**config.mk**
```make
export PLATFORM = sky130hd
export DESIGN_NAME = int_alu_core
export DESIGN_NICKNAME = d
export VERILOG_FILES = /design/src/rtl/int_alu_pkg.sv /design/src/rtl/int_alu_addsub.sv /design/src/rtl/int_alu_logic.sv /design/src/rtl/int_alu_compare.sv /design/src/rtl/int_alu_shifter.sv /design/src/rtl/int_alu_core.sv
export SDC_FILE = /design/constraint.sdc
export NUM_CORES = 1
export LEC_CHECK = 0
export BUFFER_PORTS_ARGS = -buffer_cell sky130_fd_sc_hd__buf_2
export CORE_ASPECT_RATIO = 1.1
export CORE_MARGIN = 1
export CORE_UTILIZATION = 58
export CTS_CLUSTER_SIZE = 10
export DETAILED_ROUTE_END_ITERATION = 12
export HOLD_SLACK_MARGIN = 0.02
export PLACE_DENSITY = 0.8
export SKIP_LAST_GASP = 1
export SYNTH_ARGS = -nofsm -noshare
export SYNTH_HDL_FRONTEND = slang
export SYNTH_SLANG_ARGS = --single-unit
export TNS_END_PERCENT = 5
```
**constraint.sdc**
```tcl
create_clock -name clk -period 7.06 [get_ports clk]
set_clock_uncertainty 0.2 [all_clocks]
set_input_delay 1.412 -clock clk [delete_from_list [all_inputs] [get_ports clk]]
set_output_delay 1.412 -clock clk [all_outputs]
set_load 0.03 [all_outputs]
```
**src/rtl/int_alu_pkg.sv**
```systemverilog
`timescale 1ns/1ps
package int_alu_pkg;
  localparam int OP_W = 5;

  typedef enum logic [OP_W-1:0] {
    OP_ADD  = 5'd0,
    OP_ADDU = 5'd1,
    OP_SUB  = 5'd2,
    OP_SUBU = 5'd3,
    OP_AND  = 5'd4,
    OP_OR   = 5'd5,
    OP_XOR  = 5'd6,
    OP_NOR  = 5'd7,
    OP_SLT  = 5'd8,
    OP_SLTU = 5'd9,
    OP_SLL  = 5'd10,
    OP_SRL  = 5'd11,
    OP_SRA  = 5'd12,
    OP_SLLV = 5'd13,
    OP_SRLV = 5'd14,
    OP_SRAV = 5'd15,
    OP_ROL  = 5'd16,
    OP_ROR  = 5'd17,
    OP_LUI  = 5'd18
  } alu_op_e;

  // Which functional unit feeds the result register
  typedef enum logic [2:0] {
    SEL_ARITH,
    SEL_LOGIC,
    SEL_CMP,
    SEL_SHIFT,
    SEL_UPPER,
    SEL_ZERO
  } res_sel_e;

  typedef enum logic [1:0] {
    LG_AND,
    LG_OR,
    LG_XOR,
    LG_NOR
  } logic_fn_e;

  typedef struct packed {
    res_sel_e  sel;
    logic      subtract;
    logic      trap_ovf;
    logic      cmp_signed;
    logic_fn_e logic_fn;
    logic      sh_left;
    logic      sh_arith;
    logic      sh_rotate;
    logic      sh_from_b;
  } alu_ctrl_t;
endpackage

```
**src/rtl/int_alu_addsub.sv**
```systemverilog
`timescale 1ns/1ps
module int_alu_addsub #(
  parameter int WIDTH = 32
) (
  input  logic [WIDTH-1:0] a_i,
  input  logic [WIDTH-1:0] b_i,
  input  logic             subtract_i,
  output logic [WIDTH-1:0] sum_o,
  output logic             sgn_ovf_o
);
  localparam int MSB = WIDTH - 1;

  logic [WIDTH-1:0] b_eff;

  // Subtraction is a + ~b + 1; the carry-in supplies the +1
  assign b_eff = subtract_i ? ~b_i : b_i;
  assign sum_o = a_i + b_eff + {{(WIDTH-1){1'b0}}, subtract_i};

  // Signed overflow: both addends share a sign the sum does not
  assign sgn_ovf_o = (a_i[MSB] == b_eff[MSB]) && (sum_o[MSB] != a_i[MSB]);
endmodule

```
**src/rtl/int_alu_logic.sv**
```systemverilog
`timescale 1ns/1ps
module int_alu_logic
  import int_alu_pkg::*;
#(
  parameter int WIDTH = 32
) (
  input  logic [WIDTH-1:0] a_i,
  input  logic [WIDTH-1:0] b_i,
  input  logic_fn_e        fn_i,
  output logic [WIDTH-1:0] y_o
);
  always_comb begin
    unique case (fn_i)
      LG_AND:  y_o = a_i & b_i;
      LG_OR:   y_o = a_i | b_i;
      LG_XOR:  y_o = a_i ^ b_i;
      default: y_o = ~(a_i | b_i);
    endcase
  end
endmodule

```
**src/rtl/int_alu_compare.sv**
```systemverilog
`timescale 1ns/1ps
module int_alu_compare (
  input  logic a_msb_i,
  input  logic b_msb_i,
  input  logic diff_msb_i,
  input  logic signed_i,
  output logic lt_o
);
  // When the sign bits differ the answer is fixed by them; otherwise
  // a-b cannot overflow and its sign bit gives the order.
  always_comb begin
    if (a_msb_i != b_msb_i) begin
      lt_o = signed_i ? a_msb_i : b_msb_i;
    end else begin
      lt_o = diff_msb_i;
    end
  end
endmodule

```
**src/rtl/int_alu_shifter.sv**
```systemverilog
`timescale 1ns/1ps
module int_alu_shifter #(
  parameter int WIDTH = 32,
  localparam int SHW = $clog2(WIDTH)
) (
  input  logic [WIDTH-1:0] data_i,
  input  logic [SHW-1:0]   amt_i,
  input  logic             left_i,
  input  logic             arith_i,
  input  logic             rotate_i,
  output logic [WIDTH-1:0] y_o
);
  localparam int MSB = WIDTH - 1;

  function automatic logic [WIDTH-1:0] bit_rev(input logic [WIDTH-1:0] v);
    logic [WIDTH-1:0] r;
    for (int k = 0; k < WIDTH; k++) r[k] = v[MSB-k];
    return r;
  endfunction

  logic [WIDTH-1:0] stage [SHW+1];
  logic             fill_bit;

  // Left operations run through the same right-going network mirrored
  assign stage[0] = left_i ? bit_rev(data_i) : data_i;
  assign fill_bit = arith_i & ~left_i & data_i[MSB];

  for (genvar i = 0; i < SHW; i++) begin : g_stage
    localparam int D = 1 << i;
    logic [D-1:0] fill;
    assign fill = rotate_i ? stage[i][D-1:0] : {D{fill_bit}};
    assign stage[i+1] = amt_i[i] ? {fill, stage[i][MSB:D]} : stage[i];
  end

  assign y_o = left_i ? bit_rev(stage[SHW]) : stage[SHW];
endmodule

```
**src/rtl/int_alu_core.sv**
```systemverilog
`timescale 1ns/1ps
module int_alu_core
  import int_alu_pkg::*;
#(
  parameter int WIDTH = 32,
  localparam int SHW  = $clog2(WIDTH),
  localparam int HALF = WIDTH / 2
) (
  input  logic             clk,
  input  logic             rst,
  input  logic [OP_W-1:0]  op_i,
  input  logic [WIDTH-1:0] a_i,
  input  logic [WIDTH-1:0] b_i,
  input  logic [SHW-1:0]   shamt_i,
  output logic [WIDTH-1:0] result_o,
  output logic             ovf_o
);
  alu_op_e   op;
  alu_ctrl_t ctl;

  logic [WIDTH-1:0] arith_y;
  logic             arith_ovf;
  logic [WIDTH-1:0] logic_y;
  logic             lt;
  logic [WIDTH-1:0] shift_y;
  logic [SHW-1:0]   sh_amt;
  logic [WIDTH-1:0] nxt_res;
  logic             nxt_ovf;

  assign op = alu_op_e'(op_i);

  // Decode
  always_comb begin
    ctl = '{sel: SEL_ZERO, subtract: 1'b0, trap_ovf: 1'b0, cmp_signed: 1'b0,
            logic_fn: LG_AND, sh_left: 1'b0, sh_arith: 1'b0,
            sh_rotate: 1'b0, sh_from_b: 1'b0};
    case (op)
      OP_ADD:  begin ctl.sel = SEL_ARITH; ctl.trap_ovf = 1'b1; end
      OP_ADDU: begin ctl.sel = SEL_ARITH; end
      OP_SUB:  begin ctl.sel = SEL_ARITH; ctl.subtract = 1'b1; ctl.trap_ovf = 1'b1; end
      OP_SUBU: begin ctl.sel = SEL_ARITH; ctl.subtract = 1'b1; end
      OP_AND:  begin ctl.sel = SEL_LOGIC; ctl.logic_fn = LG_AND; end
      OP_OR:   begin ctl.sel = SEL_LOGIC; ctl.logic_fn = LG_OR;  end
      OP_XOR:  begin ctl.sel = SEL_LOGIC; ctl.logic_fn = LG_XOR; end
      OP_NOR:  begin ctl.sel = SEL_LOGIC; ctl.logic_fn = LG_NOR; end
      OP_SLT:  begin ctl.sel = SEL_CMP; ctl.subtract = 1'b1; ctl.cmp_signed = 1'b1; end
      OP_SLTU: begin ctl.sel = SEL_CMP; ctl.subtract = 1'b1; end
      OP_SLL:  begin ctl.sel = SEL_SHIFT; ctl.sh_left = 1'b1; end
      OP_SRL:  begin ctl.sel = SEL_SHIFT; end
      OP_SRA:  begin ctl.sel = SEL_SHIFT; ctl.sh_arith = 1'b1; end
      OP_SLLV: begin ctl.sel = SEL_SHIFT; ctl.sh_left = 1'b1; ctl.sh_from_b = 1'b1; end
      OP_SRLV: begin ctl.sel = SEL_SHIFT; ctl.sh_from_b = 1'b1; end
      OP_SRAV: begin ctl.sel = SEL_SHIFT; ctl.sh_arith = 1'b1; ctl.sh_from_b = 1'b1; end
      OP_ROL:  begin ctl.sel = SEL_SHIFT; ctl.sh_left = 1'b1; ctl.sh_rotate = 1'b1;
                     ctl.sh_from_b = 1'b1; end
      OP_ROR:  begin ctl.sel = SEL_SHIFT; ctl.sh_rotate = 1'b1; ctl.sh_from_b = 1'b1; end
      OP_LUI:  begin ctl.sel = SEL_UPPER; end
      default: begin ctl.sel = SEL_ZERO; end
    endcase
  end

  int_alu_addsub #(.WIDTH(WIDTH)) u_addsub (
    .a_i        (a_i),
    .b_i        (b_i),
    .subtract_i (ctl.subtract),
    .sum_o      (arith_y),
    .sgn_ovf_o  (arith_ovf)
  );

  int_alu_logic #(.WIDTH(WIDTH)) u_logic (
    .a_i  (a_i),
    .b_i  (b_i),
    .fn_i (ctl.logic_fn),
    .y_o  (logic_y)
  );

  int_alu_compare u_cmp (
    .a_msb_i    (a_i[WIDTH-1]),
    .b_msb_i    (b_i[WIDTH-1]),
    .diff_msb_i (arith_y[WIDTH-1]),
    .signed_i   (ctl.cmp_signed),
    .lt_o       (lt)
  );

  assign sh_amt = ctl.sh_from_b ? b_i[SHW-1:0] : shamt_i;

  int_alu_shifter #(.WIDTH(WIDTH)) u_shift (
    .data_i   (a_i),
    .amt_i    (sh_amt),
    .left_i   (ctl.sh_left),
    .arith_i  (ctl.sh_arith),
    .rotate_i (ctl.sh_rotate),
    .y_o      (shift_y)
  );

  // Result select
  always_comb begin
    case (ctl.sel)
      SEL_ARITH: nxt_res = arith_y;
      SEL_LOGIC: nxt_res = logic_y;
      SEL_CMP:   nxt_res = {{(WIDTH-1){1'b0}}, lt};
      SEL_SHIFT: nxt_res = shift_y;
      SEL_UPPER: nxt_res = {b_i[HALF-1:0], {HALF{1'b0}}};
      default:   nxt_res = '0;
    endcase
  end

  assign nxt_ovf = ctl.trap_ovf & arith_ovf;

  always_ff @(posedge clk) begin
    if (rst) begin
      result_o <= '0;
      ovf_o    <= 1'b0;
    end else begin
      result_o <= nxt_res;
      ovf_o    <= nxt_ovf;
    end
  end
endmodule

```
==> key figures <==
Status
  • Status: complete, no violations

Finish
  • Layout cells sized above 1: about 15%
  • Fin nets: ~1,500
  • Antenna cell count: 0
  • Final Util: 64.5%
  • P&R area growth vs syn: 7.42%

Logic synthesis
  • Top cells by area, synth: ha_1 13%, dfxtp_1 7.3%, mux2i_1 6.6%
  • Largest family of logic cells by synthesized area: compound AO/OA/AOI/OAI gates
  • Mux share of post-synthesis cell area: between 7 and 8%
  • Cells after Synth: approximately 1,300
  • Top cell type's share of synthesized area: between 10% and 20%
  • Flop and latch count out of synthesis: 33
  • Netlist cell types: 93
  • Post-Synth Adder-Cell Area: about an eighth
  • Synth Area in Compound Gates: a little under two fifths
  • Synth Flop Type: dfxtp_1
  • Simple-gate area share of the yosys netlist: 18.9%
  • Largest area contributor in the netlist: ha_1
  • Share of the yosys chip area belonging to registers: 7.25%
  • Synth Area in XOR/XNOR: under 10%
  • Synthesized area per cell: between 6 and 7 um^2
  • Ys Warns: 0
  • Most instantiated cells after synthesis: 103 x nor2_1, 98 x nand2_1, 95 x o21ai_0
  • Syn nets: roughly 1,500
  • Count leader, synth: nor2_1
  • Post-Syn Area: 9110 um^2
  • EDFF count, synth: 0
  • Synth async-reset ratio: 0%

Clock network
  • Resized cells post-CTS: 0
  • Post-CTS Hold Buffers: 0
  • CTS H-tree depth: 2
  • CTS tree: built
  • CTS buffer count: 5
  • Num Clock Sinks: 33
  • Setup Buffers After CTS: 0
  • CTS Root Cell: clkbuf_16
  • Clock transition time at the flip-flop clock pins of the worst setup and hold paths: around 0.06 ns
  • CTS max path bufs: 2

Worst setup path
  • Arr. time, crit path: approximately 5.6 ns
  • Startpoint types: input pin
  • CP peak stage delay: about 0.60 ns
  • Crit path buf inv count: 3
  • Required time of the critical path: 7.02 ns
  • Crit path kind: input pin to flop
  • Critical path endpoint category: flop
  • Crit-path cells: buf_2 > buf_4 > nor4b_4 > buf_4 > a22o_1 > nor2_2 > mux2i_1 > mux2i_1 > mux2i_1 > o22ai_1 > a31oi_1 > o22ai_1 > or3_1
  • Max FO, Critical Path: 74
  • Crit path max-delay family: multiplexers
  • CP startpoint: op_i[1]
  • Crit path top cell by count: mux2i_1
  • Critical path's slowest cell: mux2i_1

Timing
  • Setup TNS: 0 ns
  • RSZ-0062 raised after global routing: false
  • Period utilization: ~80%
  • Final Setup Violations: 0
  • Worst slew pin tran: around 0.93 ns
  • Max Fclk: between 150 and 200 MHz
  • Final hold violations: 0
  • Tmin final: about 5.6 ns
  • Max Slew Vio Count: 0
  • Worst slew margin: ~37%

Die
  • Starting Density: 60.1%
  • Num rows: 47
  • Chip width: roughly 120 um
  • Core Box Area: approximately 15,000 um^2
  • Die Span Y: 133 um
  • Top Ports: ~110
  • Die ar.: between 15,000 and 20,000 um^2

Power and ir drop
  • Cell Pwr Density: around 140 nW/um^2
  • Leakage: 4.26 nW
  • Total power draw: 1.38 mW
  • Peak VDD IR: between 0.0001 and 0.00015 V

Hold path
  • Hold depth: 2
  • Hold path startpoint: rst
  • Worst Hold Path EP: ovf_o
  • Hold crit path type: input pin to flop

Routing
  • Total number of vias: about 11,000
  • Antenna-violating nets left: 0
  • DR iter-0 viols: between 1,500 and 2,000
  • Wire length per cell: 24.2 um
  • Final WL: about 37 mm
  • DRC: 0
  • Vias/cell: between 7 and 8
  • First drt pass iteration count: 6

Global route
  • All-Layer GR Usage: between 40 and 50%
  • Grt ovf: 0
  • Number of global-route vias before repair: 9,708
  • First-pass GRT wire length: ~56 mm
  • Initial antenna violation count: 0
  • Largest net degree at the start of global routing: 75

Placed design
  • GPL Wtd Cong: 1.10
  • Dpl hpwl: between 20 and 30 mm
  • I/O Buffers: between 100 and 150

Run
  • Max_cap viols: 0
-- through the flow --
stage	worst slack, ns	instance area, um^2	cells	hold WS [ns]
detailed placement	1.31	9600	1527	1.49
CTS	1.60	9790	1535	1.20
finish	1.46	9790	1535	1.22
floorplan	1.75	9110	1307	1.29
global route	1.29	9790	1535	1.20
global placement	1.38	9600	1527	1.50
-- where the power goes --
group	internal, mW	total, mW	leakage [nW]	switching, mW
combinational	0.305	0.895	3.89	0.590
sequential	0.199	0.203	0.269	0.00461
clock	0.202	0.287	0.0938	0.0850
-- cell families after synthesis --
kind of cell	count (synthesis)
AO/OA/AOI/OAI	495
XOR/XNOR	59
adder cells (fa/ha/maj)	95
buffers and inverters	193
flip-flops	33
multiplexers	68
AND/OR/NAND/NOR	364
-- placed cells by master, fill, tap and decap left out, drive strengths merged, types with 8 or more instances in the layout --
cell and count:
o21ai 109, a22oi 12, a21oi 75, dfxtp 33, a31oi 10, o22ai 43, xor2 15, a21o 19
inv 86, nor2 106, buf 131, xnor2 44, a211oi 40, nand3 48, o211ai 80, nand2b 8
nor3 50, mux2i 60, nand2 100, ha 94, o221ai 19, a221oi 10, mux2 8, and3 11
-- metal layers --
layer	GRT usage [%]	vias up	wire length [um]	part of all wire (%)
li1	-	4973	-	-
met1	58.3	5126	14000	38
met2	70.5	795	16000	43
met3	8.65	194	4420	12
met4	25.7	0	2720	7.3
met5	0	-	0	0
-- layout make-up --
class	instances	area, um^2
clock buffers	5	125
inverters	86	323
fillers	1419	5390
clock inverters	3	65.1
multi-input cells	1081	7650
well taps	196	245
repair buffers	131	716
flip-flops and latches	33	661
-- worst max-delay path by stage --
stage,to,depth (start not counted)
2_1_floorplan,result_o[28],18
3_3_place_gp,result_o[28],16
3_5_place_dp,result_o[30],16
4_1_cts,result_o[30],16
5_1_grt,result_o[0],16
6_report,result_o[17],13
-- flip-flops by register name, indices dropped and copies added (netlist names) --
| signal | cells |
|---|---|
| ovf_o | 1 |
| result_o | 32 |
Note: power is estimated with default switching activity, not from simulation.
